$ cat config.mk
export PLATFORM = sky130hd
export DESIGN_NAME = tri_phase_pwm
export DESIGN_NICKNAME = d
export VERILOG_FILES = /design/src/rtl/pwm3_pkg.sv /design/src/rtl/pwm3_carrier.sv /design/src/rtl/pwm3_leg.sv /design/src/rtl/pwm3_out_stage.sv /design/src/rtl/tri_phase_pwm.sv
export SDC_FILE = /design/constraint.sdc
export NUM_CORES = 1
export LEC_CHECK = 0
export CAP_MARGIN = 40
export CORE_MARGIN = 3
export CORE_UTILIZATION = 40
export CTS_CLUSTER_SIZE = 28
export DETAILED_ROUTE_END_ITERATION = 6
export GPL_TIMING_DRIVEN = 0
export PLACE_DENSITY_LB_ADDON = 0.2
export SLEW_MARGIN = 20
export SYNTH_ARGS = -nofsm -noshare
export SYNTH_HDL_FRONTEND = slang
export SYNTH_SLANG_ARGS = --single-unit
$ cat constraint.sdc
create_clock -name clk -period 11.4 [get_ports clk]
set_clock_uncertainty 0.15 [all_clocks]
set_input_delay 1.71 -clock clk [delete_from_list [all_inputs] [get_ports clk]]
set_output_delay 1.71 -clock clk [all_outputs]
set_load 0.02 [all_outputs]
$ cat src/rtl/pwm3_pkg.sv
package pwm3_pkg;
  localparam int NPH = 3;
  typedef enum logic {DIR_DOWN = 1'b0, DIR_UP = 1'b1} dir_e;
endpackage

$ cat src/rtl/pwm3_carrier.sv
module pwm3_carrier
  import pwm3_pkg::*;
#(
  parameter int CNT_W = 16
) (
  input  logic             clk,
  input  logic             rst,
  input  logic             sync_in,
  input  logic [CNT_W-1:0] half_period,
  output logic [CNT_W-1:0] cnt,
  output logic             at_start,
  output logic             at_peak
);
  localparam logic [CNT_W-1:0] ONE = CNT_W'(1);

  logic [CNT_W-1:0] cnt_q;
  dir_e             dir_q;

  assign cnt      = cnt_q;
  assign at_start = (cnt_q == '0);
  assign at_peak  = (dir_q == DIR_UP) && (cnt_q >= half_period);

  always_ff @(posedge clk) begin
    if (rst || sync_in) begin
      cnt_q <= '0;
      dir_q <= DIR_UP;
    end else if (at_start) begin
      cnt_q <= ONE;
      dir_q <= DIR_UP;
    end else if (at_peak) begin
      cnt_q <= cnt_q - ONE;
      dir_q <= DIR_DOWN;
    end else if (dir_q == DIR_UP) begin
      cnt_q <= cnt_q + ONE;
    end else begin
      cnt_q <= cnt_q - ONE;
    end
  end

  // rising slope advances by one per cycle
  p_climb_r1: assert property (@(posedge clk) disable iff (rst)
    (!sync_in && dir_q == DIR_UP && cnt_q != '0 && cnt_q < half_period)
      |=> (cnt_q == $past(cnt_q) + ONE));

  // the trough is followed by value one
  p_trough_r1: assert property (@(posedge clk) disable iff (rst)
    (!sync_in && cnt_q == '0) |=> (cnt_q == ONE));

  // restart lands at zero counting up
  p_sync_r5: assert property (@(posedge clk) disable iff (rst)
    sync_in |=> (cnt_q == '0 && dir_q == DIR_UP));
endmodule

$ cat src/rtl/pwm3_leg.sv
module pwm3_leg #(
  parameter int CNT_W  = 16,
  parameter int DEAD_W = 8
) (
  input  logic                    clk,
  input  logic                    rst,
  input  logic [CNT_W-1:0]        cnt,
  input  logic [CNT_W-1:0]        half_period,
  input  logic                    dbl_update,
  input  logic                    at_start,
  input  logic                    at_peak,
  input  logic signed [CNT_W-1:0] duty_in,
  input  logic [DEAD_W-1:0]       dead_cycles,
  output logic                    hi_o,
  output logic                    lo_o
);
  localparam int EW = CNT_W + 2;
  localparam logic signed [CNT_W-1:0] DUTY_OFF = {1'b1, {(CNT_W-1){1'b0}}};
  localparam logic [DEAD_W-1:0] STAB_MAX = '1;

  logic signed [CNT_W-1:0] duty_q;
  logic                    raw_q;
  logic [DEAD_W-1:0]       stab_q;
  logic [CNT_W-1:0]        mid;
  logic signed [EW-1:0]    lvl;
  logic signed [EW-1:0]    thr;
  logic                    raw;
  logic                    take;
  logic                    settled;

  assign take = at_start || (dbl_update && at_peak);
  assign mid  = half_period >> 1;
  assign lvl  = $signed({2'b00, cnt}) + $signed({{2{duty_q[CNT_W-1]}}, duty_q});
  assign thr  = $signed({2'b00, mid});
  assign raw  = (lvl > thr);

  always_ff @(posedge clk) begin
    if (rst) begin
      duty_q <= DUTY_OFF;
      raw_q  <= 1'b0;
      stab_q <= '0;
    end else begin
      if (take) duty_q <= duty_in;
      raw_q <= raw;
      if (raw != raw_q)         stab_q <= '0;
      else if (stab_q != STAB_MAX) stab_q <= stab_q + 1'b1;
    end
  end

  assign settled = (stab_q >= dead_cycles);
  assign hi_o    = raw_q && settled;
  assign lo_o    = !raw_q && settled;

  // held duty moves only at a latch point
  p_hold_r4: assert property (@(posedge clk) disable iff (rst)
    !take |=> (duty_q == $past(duty_q)));

  // with a dead time, a side never turns on right after the other was on
  p_gap_hi_r3: assert property (@(posedge clk) disable iff (rst)
    ($rose(hi_o) && dead_cycles != '0) |-> !$past(lo_o));

  p_gap_lo_r3: assert property (@(posedge clk) disable iff (rst)
    ($rose(lo_o) && dead_cycles != '0) |-> !$past(hi_o));
endmodule

$ cat src/rtl/pwm3_out_stage.sv
module pwm3_out_stage
  import pwm3_pkg::*;
(
  input  logic           clk,
  input  logic           rst,
  input  logic [NPH-1:0] hi_in,
  input  logic [NPH-1:0] lo_in,
  input  logic [NPH-1:0] swap_mask,
  input  logic [NPH-1:0] en_hi,
  input  logic [NPH-1:0] en_lo,
  input  logic [NPH-1:0] pol_hi,
  input  logic [NPH-1:0] pol_lo,
  input  logic           trip_in,
  input  logic           trip_clear,
  output logic [NPH-1:0] gate_hi,
  output logic [NPH-1:0] gate_lo,
  output logic           trip_active
);
  logic [NPH-1:0] sel_hi;
  logic [NPH-1:0] sel_lo;
  logic [NPH-1:0] hq;
  logic [NPH-1:0] lq;
  logic           trip_q;

  for (genvar i = 0; i < NPH; i++) begin : g_route
    assign sel_hi[i] = swap_mask[i] ? lo_in[i] : hi_in[i];
    assign sel_lo[i] = swap_mask[i] ? hi_in[i] : lo_in[i];
  end

  always_ff @(posedge clk) begin
    if (rst) begin
      hq <= '0;
      lq <= '0;
    end else begin
      hq <= sel_hi & en_hi;
      lq <= sel_lo & en_lo;
    end
  end

  always_ff @(posedge clk or posedge trip_in) begin
    if (trip_in)         trip_q <= 1'b1;
    else if (rst)        trip_q <= 1'b0;
    else if (trip_clear) trip_q <= 1'b0;
  end

  assign gate_hi     = pol_hi ^ (hq & {NPH{~trip_q}});
  assign gate_lo     = pol_lo ^ (lq & {NPH{~trip_q}});
  assign trip_active = trip_q;

  // registered pair never both active
  p_no_overlap_r3: assert property (@(posedge clk) disable iff (rst)
    ((hq & lq) == '0));

  // latched trip keeps pins at their inactive levels
  p_trip_force_r9: assert property (@(posedge clk) disable iff (rst)
    trip_q |-> (gate_hi == pol_hi && gate_lo == pol_lo));

  // trip cannot release while the request is still high
  p_trip_hold_r10: assert property (@(posedge clk) disable iff (rst)
    (trip_q && trip_in) |=> trip_q);
endmodule

$ cat src/rtl/tri_phase_pwm.sv
module tri_phase_pwm
  import pwm3_pkg::*;
#(
  parameter int CNT_W  = 16,
  parameter int DEAD_W = 8
) (
  input  logic                    clk,
  input  logic                    rst,
  input  logic [CNT_W-1:0]        half_period,
  input  logic [DEAD_W-1:0]       dead_cycles,
  input  logic                    dbl_update,
  input  logic signed [CNT_W-1:0] duty_a,
  input  logic signed [CNT_W-1:0] duty_b,
  input  logic signed [CNT_W-1:0] duty_c,
  input  logic [NPH-1:0]          swap_mask,
  input  logic [NPH-1:0]          en_hi,
  input  logic [NPH-1:0]          en_lo,
  input  logic [NPH-1:0]          pol_hi,
  input  logic [NPH-1:0]          pol_lo,
  input  logic                    sync_in,
  input  logic                    trip_in,
  input  logic                    trip_clear,
  output logic [NPH-1:0]          gate_hi,
  output logic [NPH-1:0]          gate_lo,
  output logic                    trip_active
);
  logic [CNT_W-1:0]        cnt;
  logic                    at_start;
  logic                    at_peak;
  logic signed [CNT_W-1:0] duty_v [NPH];
  logic [NPH-1:0]          leg_hi;
  logic [NPH-1:0]          leg_lo;

  assign duty_v[0] = duty_a;
  assign duty_v[1] = duty_b;
  assign duty_v[2] = duty_c;

  pwm3_carrier #(.CNT_W(CNT_W)) u_carrier (
    .clk         (clk),
    .rst         (rst),
    .sync_in     (sync_in),
    .half_period (half_period),
    .cnt         (cnt),
    .at_start    (at_start),
    .at_peak     (at_peak)
  );

  for (genvar p = 0; p < NPH; p++) begin : g_leg
    pwm3_leg #(.CNT_W(CNT_W), .DEAD_W(DEAD_W)) u_leg (
      .clk         (clk),
      .rst         (rst),
      .cnt         (cnt),
      .half_period (half_period),
      .dbl_update  (dbl_update),
      .at_start    (at_start),
      .at_peak     (at_peak),
      .duty_in     (duty_v[p]),
      .dead_cycles (dead_cycles),
      .hi_o        (leg_hi[p]),
      .lo_o        (leg_lo[p])
    );
  end

  pwm3_out_stage u_out (
    .clk         (clk),
    .rst         (rst),
    .hi_in       (leg_hi),
    .lo_in       (leg_lo),
    .swap_mask   (swap_mask),
    .en_hi       (en_hi),
    .en_lo       (en_lo),
    .pol_hi      (pol_hi),
    .pol_lo      (pol_lo),
    .trip_in     (trip_in),
    .trip_clear  (trip_clear),
    .gate_hi     (gate_hi),
    .gate_lo     (gate_lo),
    .trip_active (trip_active)
  );
endmodule

# Yosys cells after proc, flatten, opt, wreduce, memory -nomap -nowiden
# Cells that the tools add are included.
[totals]
register_bits = 99
wordCells = 73
in_bits = 93
[classes]
mux = 11
n_reduce_logical = 19
bitwise = 7
addsub = 8
n_eq_ne = 6
magnitude_cmp = 7
[ops]
columns = ["op", "n"]
rows = [
  ["$add A17 B16 Y18", 3],
  ["$gt A18 B16 Y1", 3],
  ["$mux W16", 2],
  ["$add A8 B1 Y8 const B", 3],
  ["$ge A8 B8 Y1", 3],
  ["$ne A8 B8 Y1 const B", 3],
  ["$add A16 B1 Y16 const B", 1],
  ["$ge A16 B16 Y1", 1],
  ["$logic_not A16 Y1", 1],
  ["$sub A16 B1 Y16 const B", 1],
  ["$and A3 B3 Y3", 4],
  ["$mux W1", 9],
  ["$logic_and A1 B1 Y1", 8],
  ["$reduce_or A2 Y1", 4],
  ["$xor A3 B3 Y3", 2],
  ["$logic_not A1 Y1", 3],
  ["$ne A1 B1 Y1", 3],
  ["$logic_or A1 B1 Y1", 2],
  ["$reduce_bool A2 Y1", 1],
  ["$not A1 Y1", 1],
]

# Depth between registers and ports, before layout
# Gate-level depths: netlist of run 1.
[depth]
word_depth = 4
depth_mapped = 21
depth_no_buf = 20

# By module
# From an unflattened synthesis of run 1, not the netlist that was laid out.
[hier_totals]
cells_unflattened = 1141
area_unflattened_um2 = 9001.1
[by_module_without_submodules]
columns = ["mod", "cells_each", "area_each_um2", "n_inst"]
rows = [
  ["pwm3_leg (g_leg[1].u_leg ...)", 296, 2328.5, 2],
  ["pwm3_leg (g_leg[0].u_leg)", 293, 2294.7, 1],
  ["pwm3_carrier", 223, 1696.6, 1],
  ["pwm3_out_stage", 33, 352.8, 1],
]

# Worst setup path after synthesis of run 1
# No wires, ideal clock.
[synth_timing]
kind = "reg-to-reg"
startpoint = "reg u_carrier.cnt_q[0], in the netlist u_carrier.cnt[0]"
endpoint = "reg g_leg[2].u_leg.stab_q[0]"
stages_incl_launch_ff = 20
required_time_ns = 11.129
n_path_buf = 0
arrival_ns = 4.329
setup_ns = 0.121
setup_slack_ns = 6.801
path_cell_list = "dfxtp_1 ha_1 fa_1 a21o_1 a211oi_1 o21ai_0 a31oi_1 o21bai_1 a31oi_1 o21bai_1 a21oi_1 xnor2_1 ha_1 and2_1 and4_1 a21o_1 a22oi_1 o211ai_1 nor2_1 mux2_2"
[synth_via]
elab_chain_len = 4
[synth_rtl]
columns = ["item", "line", "text"]
rows = [
  ["start: declaration", "pwm3_carrier.sv:16", "logic [CNT_W-1:0] cnt_q;"],
  ["start signal: assignment", "pwm3_carrier.sv:31", "cnt_q <= cnt_q - ONE;"],
  ["start signal: assignment", "pwm3_carrier.sv:34", "cnt_q <= cnt_q + ONE;"],
  ["start signal: assignment", "pwm3_carrier.sv:36", "cnt_q <= cnt_q - ONE;"],
  ["$add A17 B16 Y18", "pwm3_leg.sv:33", "assign lvl = $signed({2'b00, cnt}) + $signed({{2{duty_q[CNT_W-1]}}, duty_q});"],
  ["$gt A18 B16 Y1", "pwm3_leg.sv:35", "assign raw = (lvl > thr);"],
  ["$ne A1 B1 Y1", "pwm3_leg.sv:45", "if (raw != raw_q) stab_q <= '0;"],
  ["$reduce_or A2 Y1 (no line)", "n/a", ""],
  ["end signal: assignment", "pwm3_leg.sv:46", "else if (stab_q != STAB_MAX) stab_q <= stab_q + 1'b1;"],
  ["end: declaration", "pwm3_leg.sv:23", "logic [DEAD_W-1:0] stab_q;"],
]
# Every way passes these cells.
# A chain may end at the register's enable or synchronous reset.

# Final worst setup path of run 1
[layout_timing]
startpoint = "reg u_carrier.cnt_q[0], in the netlist u_carrier.cnt[0]"
endpoint = "reg g_leg[2].u_leg.stab_q[2]"
# Same word-level chain as after synthesis.

==> results.toml, run 1 <==
[drt]
drt_pass1_iterations = 5
drtAntennaViolNets = 0
drcViolationCount = 0
wire_per_inst_um = 17.1
drt_iter0_markers = 566
via_per_inst = 5.48
wirelength_um = 23500
vias = 7527

[die]
dieHeight_um = 151
die_x_um = 151
start_util_pct = 41.2
pin_count = 100
dieArea_sq_um = 22800
core-area_sq_um = 20400
rows = 52

[hold_path]
hold_path.class = "flop to flop"
hold_start = "g_leg[1].u_leg.duty_q[3]$_SDFFE_PP0P_"

[pwr]
p_leak_nw = 4.80
ir_worst_vdd_v = 0.0000750
total_power_uw = 906
power.density_nw_per_um2 = 90.0

[layout]
diodes = 0
syn_to_final_growth_pct = 19.6
drive_gt1_share_pct = 3.71
finalNetCount = 1337

[critical_path]
critPathArrivalTime_ps = 5620
timing.rr.start = "u_carrier.cnt[0]$_SDFF_PP0_"
worstSetupStartpoint = "u_carrier.cnt[0]$_SDFF_PP0_"
start_kind = "flop"
crit_required_ps = 11510
critical_path.endpoint_type = "flop"
critical_path_class = "flop to flop"
critPathMaxFanout = 10

[clock_tree]
cts_tree = "done"
clkSlewWorstSetupHoldPaths_ps = 80
clkSinkCount = 99
clock_path_buffers = 2
cts_buffers = 9
ctsHoldBuffers = 0
clock_latency_ps = 370
post_cts_buffers = 0
htreeDepth = 3
ctsResizeCount = 0
root_buffer = "clkbuf_16"

[global_routing]
grt_pass1_wl_um = 36600
track_usage_pct = 20.6
grt_pass1_vias = 6843
overflow = 0
antenna_found_initial = 0
grt_max_degree = 20

[run]
cap_violations = 0

[timing]
slew-limit-headroom_pct = 44.3
final-setup-viol-count = 0
timing.setup.tns_ps = 0
final_max_slew_viol_count = 0
setup_slack_ps = 5900
hold_violations = 0
worst_slew_pin_slew_ps = 824
fin_hold_ws_ps = 357
final.period_utilization_pct = 48.3
fmax_ghz = 0.182
rsz0062_at_grt = "false"
period_needed_ps = 5500

[place]
dp_slack_ps = 5950
io_buffers = 99
gp_congestion = 0.934
place_hpwl_um = 18200

[synthesis]
synth_edf_count = 0
async_flop_share_pct = 1.01
yosysSeqAreaShare_pct = 23.6
syn_inst = 989
ys_types = 64
ys_seq_elements = 99
avgSynthCellArea_sq_um = 8.51
syn-num-nets = 1227
syn_area_sq_um = 8420
ys_warn_count = 0
synthFlopType = "dfxtp_1"

[outcome]
run_status = "finished, final reports clean"
[flip-flops by register name (all words and copies together) (netlist names)]
register / count
g_leg.u_leg.duty_q: 48
g_leg.u_leg.stab_q: 24
u_carrier.cnt: 16
g_leg.u_leg.raw_q: 3
u_out.hq: 3
u_out.lq: 3
u_carrier.dir_q: 1
u_out.trip_active: 1
[metrics by stage]
step / cells / cell area, sq um / utilization (%)
2_1_floorplan: 989 / 8420 / -
3_3_place_gp: 1358 / 9740 / 47.7
3_5_place_dp: 1358 / 9740 / 47.7
4_1_cts: 1374 / 10100 / 49.3
5_1_grt: 1374 / 10100 / 49.3
6_report: 1374 / 10100 / 49.3
[worst paths after layout]
check / depth (start not counted) / slack, ps / end
hold reg to reg: 2 / 360 / g_leg[1].u_leg.duty_q[3]$_SDFFE_PP0P_
setup / recovery: 19 / 5900 / g_leg[2].u_leg.stab_q[2]$_SDFFE_PP0P_
setup reg to reg: 19 / 5900 / g_leg[2].u_leg.stab_q[2]$_SDFFE_PP0P_
min in group asynchronous: 2 / 1500 / u_out.trip_active$_DFFE_PP1P_
hold / removal: 2 / 360 / g_leg[1].u_leg.duty_q[3]$_SDFFE_PP0P_
max in group asynchronous: 2 / 9580 / u_out.trip_active$_DFFE_PP1P_
[synthesized netlist by cell type, types with 4 or more instances]
master    instances  area, sq um
buf_6             5         56.3
or3_1             4         25.0
a21o_1           53          398
nand3_1          34          170
a211oi_1         19          143
and3_1            7         43.8
a211o_1           5         43.8
a221oi_1          5         43.8
o21a_1            8         60.1
xor2_1           19          166
mux2_2            5         56.3
nor4b_1           4         35.0
o21bai_1         14          105
o211ai_1         10         75.1
nand4_1          15         93.8
a31oi_1           8         50.1
nand2b_1         16          100
a21oi_1          63          315
nor3_1           25          125
clkbuf_1         13         48.8
dfxtp_1          98         1960
nand2_1          36          135
inv_1            57          214
mux2i_1          50          500
ha_1            142         1780
xnor2_1          54          473
o41ai_1           5         43.8
or2_2             5         31.3
nor2_1          121          454
o21ai_0          34          170
[layer usage]
metal	routed length [um]	global-route usage, %
met1	11100	28.8
met2	10600	32.8
met3	1180	2.42
met4	607	7.43
met5	0	0
[critical path, stage by stage, from the launching register on]
cell      delay, ps
dfxtp_1         480
ha_1            330
fa_1            410
a21o_1          210
a211oi_1        360
o21ai_0         230
a31oi_1         210
o21bai_1        130
a31oi_1         290
o21bai_1         90
a21oi_1         170
xnor2_1         150
ha_1            260
and2_1          150
and4_1          230
a21o_1          160
a22oi_1         260
o211ai_1        260
nor2_1          460
mux2_2          390
[final cells by class]
class                      count  area [sq um]
clock inverter                 7          93.8
sequential                    99          1990
buffer                        22           133
multi-input combinational    811          6080
tap                          270           338
timing repair buffer          99           991
fill                        2010         10400
inverter                      57           214
clock buffer                   9           225
[layout by cell type, fill, tap and decap left out, types with 36 or more instances in the layout]
cell,count
ha_1,142
a21o_1,53
inv_1,57
mux2i_1,50
nor2_1,121
dfxtp_1,98
xnor2_1,54
nand2_1,36
a21oi_1,63
clkdlybuf4s50_1,99
[where the power goes]
part | switching [mW] | internal (mW) | leakage, nW
Clock | 0.165 | 0.177 | 0.153
Combinational | 0.0935 | 0.0954 | 3.84
Sequential | 0.0136 | 0.361 | 0.814
[logic make-up after synthesis]
| family | synth area share, % |
|---|---|
| buf+inv | 4.12 |
| fa+ha+maj | 21.8 |
| xor+xnor | 7.60 |
| compound gates | 19.6 |
| flops | 23.6 |
| mux | 6.62 |
| simple gates | 16.6 |
No activity file was read; power rests on OpenSTA's default activity.
==> inputs of run 2 (changes only) <==
==> constraint.sdc (replaced) <==
create_clock -name clk -period 5.5 [get_ports clk]
set_clock_uncertainty 0.15 [all_clocks]
set_input_delay 0.825 -clock clk [delete_from_list [all_inputs] [get_ports clk]]
set_output_delay 0.825 -clock clk [all_outputs]
set_load 0.02 [all_outputs]
==> results.toml, run 2 (synthesis results as in run 1) <==
[outcome]
run_status = "finished, final reports clean"

[place]
dp_slack_ps = 45.2
place_hpwl_um = 18200
io_buffers = 99
place_inst = 1358
placed_area_sq_um = 9740
gp_congestion = 0.934

[die]
pin_count = 100
dieHeight_um = 151
start_util_pct = 41.2
die_x_um = 151
rows = 52
dieArea_sq_um = 22800
core-area_sq_um = 20400

[layout]
final-instance-count-excl-fill = 1375
layout.cells.most_common_list = "142 x ha_1, 120 x nor2_1, 99 x clkdlybuf4s50_1, 97 x dfxtp_1, 63 x a21oi_1"
final_common_cell = "ha_1"
largest_reg_flops = 48
design_area_sq_um = 10100
drive_gt1_share_pct = 4.16
syn_to_final_growth_pct = 19.9
final_util_pct = 49.4
top_register = "g_leg.u_leg.duty_q"
diodes = 0
finalNetCount = 1338

[clock_tree]
ctsHoldBuffers = 0
clock_path_buffers = 2
clkSinkCount = 99
clock_latency_ps = 370
cts_buffers = 9
cts_tree = "done"
root_buffer = "clkbuf_16"
clkSlewWorstSetupHoldPaths_ps = 80
htreeDepth = 3

[timing]
setup_slack_ps = 256
period_needed_ps = 5240
final_max_slew_viol_count = 0
worst_slew_pin_slew_ps = 819
fmax_ghz = 0.191
slew-limit-headroom_pct = 44.7
hold_violations = 0
rsz0062_at_grt = "false"
timing.setup.tns_ps = 0
final.period_utilization_pct = 95.3
final-setup-viol-count = 0

[critical_path]
critPathArrivalTime_ps = 5360
critPathMaxFanout = 10
critical_path.endpoint_type = "flop"
critical_path_class = "flop to flop"
r2r.worst_path.cells = 20
crit_required_ps = 5610
start_kind = "flop"

[global_routing]
grt_pass1_wl_um = 36600
antenna_found_initial = 0
overflow = 0
grt_pass1_vias = 6843
grt_max_degree = 20
track_usage_pct = 20.6

[hold_path]
holdPathStages = 2
hold_path.class = "flop to flop"

[run]
cap_violations = 0

[drt]
drcViolationCount = 0
via_per_inst = 5.49
drtAntennaViolNets = 0
wire_per_inst_um = 17.1
wirelength_um = 23400
vias = 7547
drt_iter0_markers = 530
drt_pass1_iterations = 5

[pwr]
power.density_nw_per_um2 = 186
ir_worst_vdd_v = 0.000156
p_leak_nw = 4.82
-- run 2: cell types whose count changed in the layout (fill, tap and decap cells not counted), sizes merged --
cell,before,now
clkbuf,22,21
buf,9,11
-- run 2: path summary, 6_finish.rpt --
| check | startpoint | endpoint | slack, ps |
|---|---|---|---|
| max in group asynchronous | trip_in | u_out.trip_active$_DFFE_PP1P_ | 4560 |
| hold reg to reg | g_leg[0].u_leg.duty_q[5]$_SDFFE_PP0P_ | g_leg[0].u_leg.duty_q[5]$_SDFFE_PP0P_ | 360 |
| setup reg to reg | u_carrier.cnt[0]$_SDFF_PP0_ | g_leg[2].u_leg.stab_q[2]$_SDFFE_PP0P_ | 260 |
| setup / recovery | u_carrier.cnt[0]$_SDFF_PP0_ | g_leg[2].u_leg.stab_q[2]$_SDFFE_PP0P_ | 260 |
| hold / removal | g_leg[0].u_leg.duty_q[5]$_SDFFE_PP0P_ | g_leg[0].u_leg.duty_q[5]$_SDFFE_PP0P_ | 360 |
| min in group asynchronous | trip_in | u_out.trip_active$_DFFE_PP1P_ | 620 |
-- run 2: where the power goes --
part / total, mW / internal [mW] / leakage [nW] / switching (mW)
registers: 0.777 / 0.749 / 0.814 / 0.0283
clock network: 0.708 / 0.368 / 0.153 / 0.340
logic: 0.393 / 0.199 / 3.85 / 0.194
-- run 2: per-stage QoR --
stage	hold slack, ps	power [mW]
floorplan	315	1.03
global placement	329	1.18
detailed placement	339	1.18
CTS	360	1.89
global route	373	1.97
finish	356	1.88
-- run 2: cell type report --
cell class / count / area [sq um]
fill: 2005 / 10300
multi-input combinational: 811 / 6090
sequential: 99 / 1990
timing repair buffer: 101 / 1000
tap: 270 / 338
clock buffer: 9 / 225
inverter: 57 / 214
buffer: 21 / 129
clock inverter: 7 / 93.8
-- run 2: per-layer routing --
layer	GRT usage [%]	share of wire, %	up-vias
met5	0	0	-
met4	7.43	2.5	0
met3	2.42	5.4	32
met2	32.8	45	216
met1	28.8	47	3450
li1	-	-	3849
-- run 2: worst max-delay path, cell delays in order, from the launching register on --
cell and delay [ps]:
dfxtp_1 490, ha_1 340, fa_1 410, a21o_1 210, a211oi_1 360, o21ai_0 230, a31oi_1 220, o21bai_1 130
a31oi_1 290, o21bai_1 100, a21oi_1 170, xnor2_1 150, ha_1 260, and2_1 150, and4_1 230, a21o_1 160
a22oi_1 260, a211oi_1 80, buf_2 180, nor2_4 210, mux2_2 360
-- run 2: timing repair --
item | 4_1_cts | 5_1_grt
gates cloned | 0 | 0
setup buffers | 0 | 1
setup endpoints to repair | 5 | 21
pin swaps | 0 | 1
gates resized for setup | 1 | 3
